File: src/rtl/coal_pkg.sv
package coal_pkg;

    typedef enum logic [1:0] {
        ST_IDLE   = 2'd0,
        ST_SCAN   = 2'd1,
        ST_ISSUE  = 2'd2,
        ST_FINISH = 2'd3
    } coal_state_e;

    localparam int SZ_W    = 3;
    localparam int LEN_W   = 2;
    localparam int OFF_W   = 7;   // byte offset inside the widest segment
    localparam int MIN_LG  = 5;   // log2 of the narrowest transaction

    // log2 of the word size; codes above 4 behave as 16-byte words
    function automatic logic [SZ_W-1:0] word_lg(input logic [SZ_W-1:0] code);
        return (code > 3'd4) ? 3'd4 : code;
    endfunction

    // log2 of the segment size for a given word log2
    function automatic logic [SZ_W-1:0] seg_lg(input logic [SZ_W-1:0] wlg);
        logic [SZ_W-1:0] r;
        unique case (wlg)
            3'd0:    r = 3'd5;
            3'd1:    r = 3'd6;
            default: r = 3'd7;
        endcase
        return r;
    endfunction

endpackage

File: src/rtl/coal_lead_pick.sv
module coal_lead_pick #(
    parameter int NT = 16,
    parameter int IW = $clog2(NT)
) (
    input  logic [NT-1:0] mask,
    output logic [IW-1:0] idx
);
    // lowest set bit wins: scan from the top so the last write is the lowest
    always_comb begin
        idx = '0;
        for (int i = NT - 1; i >= 0; i--) begin
            if (mask[i]) idx = IW'(i);
        end
    end
endmodule

File: src/rtl/coal_seg_match.sv
module coal_seg_match
    import coal_pkg::*;
#(
    parameter int NT = 16,
    parameter int AW = 32,
    parameter int IW = $clog2(NT)
) (
    input  logic [NT*AW-1:0]  addrs,
    input  logic [NT-1:0]     mask,
    input  logic [IW-1:0]     lead,
    input  logic [SZ_W-1:0]   wlg,
    input  logic [SZ_W-1:0]   slg,
    output logic [NT-1:0]     hit,
    output logic [AW-1:0]     seg_base,
    output logic [OFF_W-1:0]  off_lo,
    output logic [OFF_W-1:0]  off_hi
);
    logic [AW-1:0]    lead_a;
    logic [OFF_W-1:0] wmask;
    logic [OFF_W-1:0] smask;
    logic [OFF_W-1:0] lo_v [NT];
    logic [OFF_W-1:0] hi_v [NT];

    assign lead_a   = addrs[int'(lead)*AW +: AW];
    assign wmask    = OFF_W'((8'd1 << wlg) - 8'd1);
    assign smask    = OFF_W'((8'd1 << slg) - 8'd1);
    assign seg_base = lead_a & ~((AW'(1) << slg) - AW'(1));

    for (genvar g = 0; g < NT; g++) begin : g_thr
        logic [AW-1:0] a;
        assign a       = addrs[g*AW +: AW];
        assign hit[g]  = mask[g] && ((a >> slg) == (lead_a >> slg));
        assign lo_v[g] = a[OFF_W-1:0] & ~wmask & smask;
        assign hi_v[g] = lo_v[g] + wmask;
    end

    // span of bytes touched by the gathered threads, relative to the segment
    always_comb begin
        off_lo = '1;
        off_hi = '0;
        for (int i = 0; i < NT; i++) begin
            if (hit[i]) begin
                if (lo_v[i] < off_lo) off_lo = lo_v[i];
                if (hi_v[i] > off_hi) off_hi = hi_v[i];
            end
        end
    end
endmodule

File: src/rtl/coal_shrink.sv
module coal_shrink
    import coal_pkg::*;
#(
    parameter int AW = 32
) (
    input  logic [AW-1:0]    seg_base,
    input  logic [SZ_W-1:0]  slg,
    input  logic [OFF_W-1:0] off_lo,
    input  logic [OFF_W-1:0] off_hi,
    output logic [AW-1:0]    base,
    output logic [LEN_W-1:0] len
);
    logic [SZ_W-1:0]  lg;
    logic [OFF_W-1:0] lo;
    logic [OFF_W-1:0] hi;

    always_comb begin
        base = seg_base;
        lg   = slg;
        lo   = off_lo;
        hi   = off_hi;
        // first halving: 128 -> 64
        if (lg == 3'd7) begin
            if (hi < 7'd64) begin
                lg = 3'd6;
            end else if (lo >= 7'd64) begin
                lg   = 3'd6;
                base = base + AW'(64);
                lo   = lo - 7'd64;
                hi   = hi - 7'd64;
            end
        end
        // second halving: 64 -> 32, also after the first
        if (lg == 3'd6) begin
            if (hi < 7'd32) begin
                lg = 3'd5;
            end else if (lo >= 7'd32) begin
                lg   = 3'd5;
                base = base + AW'(32);
            end
        end
        len = LEN_W'(lg - SZ_W'(MIN_LG));
    end
endmodule

File: src/rtl/hw_coalescer.sv
module hw_coalescer
    import coal_pkg::*;
#(
    parameter int NT = 16,
    parameter int AW = 32
) (
    input  logic             clk,
    input  logic             rst_n,
    input  logic             req_valid,
    output logic             req_ready,
    input  logic [NT*AW-1:0] req_addr,
    input  logic [NT-1:0]    req_mask,
    input  logic [2:0]       req_size,
    output logic             txn_valid,
    input  logic             txn_ready,
    output logic [AW-1:0]    txn_base,
    output logic [1:0]       txn_len,
    output logic [NT-1:0]    txn_mask,
    output logic             done
);
    localparam int IW = $clog2(NT);

    coal_state_e st_q, st_d;

    logic [NT*AW-1:0] addr_q;
    logic [NT-1:0]    rem_q;
    logic [SZ_W-1:0]  wlg_q;
    logic [AW-1:0]    base_q;
    logic [LEN_W-1:0] len_q;
    logic [NT-1:0]    tmask_q;

    logic [IW-1:0]    lead_idx;
    logic [SZ_W-1:0]  slg;
    logic [NT-1:0]    hit;
    logic [AW-1:0]    sbase;
    logic [OFF_W-1:0] off_lo, off_hi;
    logic [AW-1:0]    nbase;
    logic [LEN_W-1:0] nlen;
    logic             accept, fire;
    logic [NT-1:0]    rem_after;

    assign slg       = seg_lg(wlg_q);
    assign accept    = req_valid && (st_q == ST_IDLE);
    assign fire      = txn_ready && (st_q == ST_ISSUE);
    assign rem_after = rem_q & ~tmask_q;

    coal_lead_pick #(.NT(NT), .IW(IW)) u_pick (
        .mask (rem_q),
        .idx  (lead_idx)
    );

    coal_seg_match #(.NT(NT), .AW(AW), .IW(IW)) u_match (
        .addrs    (addr_q),
        .mask     (rem_q),
        .lead     (lead_idx),
        .wlg      (wlg_q),
        .slg      (slg),
        .hit      (hit),
        .seg_base (sbase),
        .off_lo   (off_lo),
        .off_hi   (off_hi)
    );

    coal_shrink #(.AW(AW)) u_shrink (
        .seg_base (sbase),
        .slg      (slg),
        .off_lo   (off_lo),
        .off_hi   (off_hi),
        .base     (nbase),
        .len      (nlen)
    );

    // state register
    always_ff @(posedge clk or negedge rst_n) begin
        if (!rst_n) st_q <= ST_IDLE;
        else        st_q <= st_d;
    end

    // transitions
    always_comb begin
        st_d = st_q;
        unique case (st_q)
            ST_IDLE:   if (req_valid) st_d = (|req_mask) ? ST_SCAN : ST_FINISH;
            ST_SCAN:   st_d = ST_ISSUE;
            ST_ISSUE:  if (txn_ready) st_d = (|rem_after) ? ST_SCAN : ST_FINISH;
            ST_FINISH: st_d = ST_IDLE;
        endcase
    end

    // request and transaction registers
    always_ff @(posedge clk or negedge rst_n) begin
        if (!rst_n) begin
            addr_q  <= '0;
            rem_q   <= '0;
            wlg_q   <= '0;
            base_q  <= '0;
            len_q   <= '0;
            tmask_q <= '0;
        end else begin
            if (accept) begin
                addr_q <= req_addr;
                rem_q  <= req_mask;
                wlg_q  <= word_lg(req_size);
            end
            if (st_q == ST_SCAN) begin
                base_q  <= nbase;
                len_q   <= nlen;
                tmask_q <= hit;
            end
            if (fire) rem_q <= rem_after;
        end
    end

    // outputs
    always_comb begin
        req_ready = 1'b0;
        txn_valid = 1'b0;
        done      = 1'b0;
        unique case (st_q)
            ST_IDLE:   req_ready = 1'b1;
            ST_SCAN:   ;
            ST_ISSUE:  txn_valid = 1'b1;
            ST_FINISH: done      = 1'b1;
        endcase
    end
    assign txn_base = base_q;
    assign txn_len  = len_q;
    assign txn_mask = tmask_q;

endmodule

File: config.mk
export PLATFORM = sky130hd
export DESIGN_NAME = hw_coalescer
export DESIGN_NICKNAME = d
export VERILOG_FILES = /design/src/rtl/coal_pkg.sv /design/src/rtl/coal_lead_pick.sv /design/src/rtl/coal_seg_match.sv /design/src/rtl/coal_shrink.sv /design/src/rtl/hw_coalescer.sv
export SDC_FILE = /design/constraint.sdc
export NUM_CORES = 2
export LEC_CHECK = 0
export BUFFER_PORTS_ARGS = -buffer_cell sky130_fd_sc_hd__buf_2
export CAP_MARGIN = 10
export CELL_PAD_IN_SITES_DETAIL_PLACEMENT = 1
export CELL_PAD_IN_SITES_GLOBAL_PLACEMENT = 2
export CORE_ASPECT_RATIO = 0.9
export CORE_MARGIN = 3
export CORE_UTILIZATION = 36
export DETAILED_ROUTE_END_ITERATION = 8
export GPL_TIMING_DRIVEN = 0
export PLACE_DENSITY_LB_ADDON = 0.3
export SYNTH_ARGS = -nofsm -noshare
export SYNTH_HDL_FRONTEND = slang
export SYNTH_SLANG_ARGS = --single-unit
File: constraint.sdc
create_clock -name clk -period 39.6 [get_ports clk]
set_input_delay 7.92 -clock clk [delete_from_list [all_inputs] [get_ports clk]]
set_output_delay 7.92 -clock clk [all_outputs]
set_load 0.005 [all_outputs]
==> results list <==
- During synthesis, Yosys emitted a total of 0 warnings.
* Vias in the first global route: 57,600
* Layout overhead on the synthesized area: 15.8%
- Commonest non-fill, non-tap cell in the layout: sky130_fd_sc_hd__nand2_1
- Chip Height: 370 microns
- For the worst setup path, the data required time is 40.19 ns.
- Dividing the detail-routed wire length by the instance count gives 36.8 microns.
* Largest driver fanout on the critical path: 10
- Of the synthesized area, sequential elements account for 0.273.
- Post-layout min period: 37.55 ns
- The worst pin sits at a relative slew slack of -0.148.
- For this configuration, the core starts out at a cell density of 0.365.
* Final hold violation count: 0
- Once placement finished, the instance area stood at 0.0587 sq mm.
- Setup slack on the worst reg-to-reg path comes out at 2.05 ns.
- For this block, the initial DRC count from the detailed router was 8,118.
- Count of input and output buffers: 583
- Largest buffer count on any clock path: 3
- Dominant register cell in the synthesized netlist: sky130_fd_sc_hd__dfrtp_1
- The pre-antenna-repair detailed-routing pass consisted of 6 iterations.
- Sum of net half-perimeters after detailed placement: 275 mm
- The number of max-slew violations in the final report came to 32.
- Design Area, Final: 0.0613 sq mm
* GRT Residual Overflow: 0
* Per-instance average area after synthesis: 8.03 sq um
* Class of the tightest hold or removal check: reg -> reg
- Final critical-path share of the clock period: 0.948
- Flip-flop and latch count after synthesis: 579
* Level count of the clock H-tree: 3
- Maximum number of pins on one net before global-route repair: 119
- Inserted Clock Buffers: 69
* Async set-or-reset flop fraction in the synthesized netlist: 1.00
- Final setup skew: 0.0318 ns
- Later-pin clock latency in the skew report: 0.74 ns
* Clock sink count: 579
- Total DRC errors in the routed layout: 0
- Accumulated negative setup slack: 0 ns
* Number of synthesized flops with an enable pin: 0
- Number of distinct library cells after synthesis: 103
- By instance count, the cell type seen most on the critical path is sky130_fd_sc_hd__a21oi_1.
- In this run the remaining antenna-violating nets after routing total 0.
- Boundary pin count: around 590
- Top library cells by usage in the layout, fill and taps aside: 1,930 x sky130_fd_sc_hd__nand2_1, 682 x sky130_fd_sc_hd__buf_2, 579 x sky130_fd_sc_hd__dfrtp_1
- The flow ran to the end, but the final reports show violations.
- Initial antenna violation count: 35
- Clock slew seen by the registers of the worst setup and hold paths: 0.06 ns
- Setup violations remaining at the end of the flow were counted as 0.
- In this run the cell area of the synthesized design comes to between 0.05 and 0.06 sq mm.
- In this run, post-CTS hold repair placed 0 buffers.
- The die is 410 microns wide.
* Worst Setup Start Kind: flip-flop
- The critical path is of the reg -> reg type.
* Routability-driven placement congestion ratio: 1.06
* Net count of the finished layout: 8,078
- The checks that failed: max-capacitance violations, max-slew violations.
* Arrival time of data at the critical path endpoint: ~38 ns
- For this block, the via count after detailed routing is 58,900.
- Wire length of the first global-routing pass: 464 mm
* Fraction of final layout cells with drive strength greater than 1: 0.178
* Transition time at the pin with the least slew margin: 1.72 ns
* CP endpoint kind: flip-flop
- Timing would allow up to 26.6 MHz.
* Total length of routed wires: 343 mm
* Slowest cell on crit path: sky130_fd_sc_hd__a32oi_1
- The die covers 0.152 sq mm.
- Dividing the detail-routed via count by the number of cells gives roughly 6.3.
- Total of max-cap violations: 1
* GRT Util Overall: 0.437
* Core region area: 0.145 sq mm
- The largest single stage delay on the critical path is 1.37 ns.
* CTS root buf: sky130_fd_sc_hd__clkbuf_16
* Number of standard-cell rows in the floorplan: 132
* Gate Count Post-Synth: 6,594
- CTS tree: yes
[state kept, by name, summed over array words and instances (netlist names)]
name      cells
wlg_q         3
txn_base     28
txn_len       2
rem_q        16
addr_q      512
st_q          2
txn_mask     16
[cell usage after synthesis, types with 142 or more instances]
| cell type | n | area (sq um) |
|---|---|---|
| sky130_fd_sc_hd__nand2_1 | 1930 | 7240 |
| sky130_fd_sc_hd__o21ai_0 | 274 | 1370 |
| sky130_fd_sc_hd__xnor2_1 | 278 | 2430 |
| sky130_fd_sc_hd__nor2_1 | 234 | 878 |
| sky130_fd_sc_hd__ha_1 | 249 | 3120 |
| sky130_fd_sc_hd__inv_1 | 187 | 702 |
| sky130_fd_sc_hd__xor2_1 | 142 | 1240 |
| sky130_fd_sc_hd__mux2i_1 | 419 | 4190 |
| sky130_fd_sc_hd__a21oi_1 | 269 | 1350 |
| sky130_fd_sc_hd__dfrtp_1 | 579 | 14500 |
| sky130_fd_sc_hd__mux2_2 | 165 | 1860 |
| sky130_fd_sc_hd__clkbuf_1 | 226 | 848 |
[cells by family (layout without fill, tap and decap cells)]
logic type | Yosys count | count (layout) | synth area share
other | 1 | 35 | 0.0000708
multiplexers | 701 | 701 | 0.164
adder cells (fa/ha/maj) | 249 | 249 | 0.0588
AND/OR/NAND/NOR | 2897 | 2897 | 0.245
XOR/XNOR | 420 | 420 | 0.0694
buffers and inverters | 602 | 1331 | 0.0495
AO/OA/AOI/OAI | 1145 | 1145 | 0.140
flip-flops | 579 | 579 | 0.273
[per-layer routing]
layer	vias to the layer above	GRT usage	wire (microns)
met5	-	0.00255	230
met3	819	0.163	43000
met2	3808	0.603	135000
met1	29800	0.591	143000
li1	24500	-	-
met4	22	0.221	20800
[final timing paths]
| kind | depth (start not counted) | start | end |
|---|---|---|---|
| setup / recovery | 152 | rem_q[7] | txn_base[19] |
| hold reg to reg | 2 | addr_q[10] | addr_q[10] |
| hold / removal | 2 | addr_q[10] | addr_q[10] |
| min in group asynchronous | 1 | rst_n | addr_q[199] |
| max in group asynchronous | 3 | rst_n | addr_q[452] |
| setup reg to reg | 152 | rem_q[7] | txn_base[19] |
[final cells by class]
cell class / instances / area (sq um)
Fill cell: 17800 / 83700
Multi-Input combinational cell: 5432 / 36200
Sequential cell: 579 / 14500
Timing Repair Buffer: 612 / 3310
Tap cell: 1943 / 2430
Clock buffer: 101 / 2000
Buffer: 412 / 1950
Inverter: 188 / 706
Clock inverter: 18 / 170
Antenna cell: 15 / 37.5
[through the flow]
stage / hold WS (ns) / setup slack, ns / utilization / instances
after floorplan: 0.445 / 6.83 / - / 6613
after global placement: 0.470 / -3.47 / 0.403 / 9139
after detailed placement: 0.469 / -3.57 / 0.405 / 9155
after CTS: 0.481 / 0.131 / 0.420 / 9273
after global routing: 0.510 / -0.170 / 0.423 / 9286
final: 0.481 / 2.05 / 0.423 / 9300
[worst max-delay path, delay by kind of cell, from the launching register on]
kind / cells / cell delay (ns)
compound gates: 67 / 16.26
flops: 1 / 0.64
simple gates: 43 / 8.77
fa+ha+maj: 14 / 3.98
buf+inv: 15 / 3.66
xor+xnor: 1 / 0.20
mux: 12 / 3.84
[what timing repair did]
item	4_1_cts	5_1_grt
setup endpoints to repair	29	29
resized for setup	18	66
setup buffers	0	7
pin swaps	0	2
Power is not shown: default switching activity piles up to over one toggle a cycle in this logic, so the estimate is an artifact.
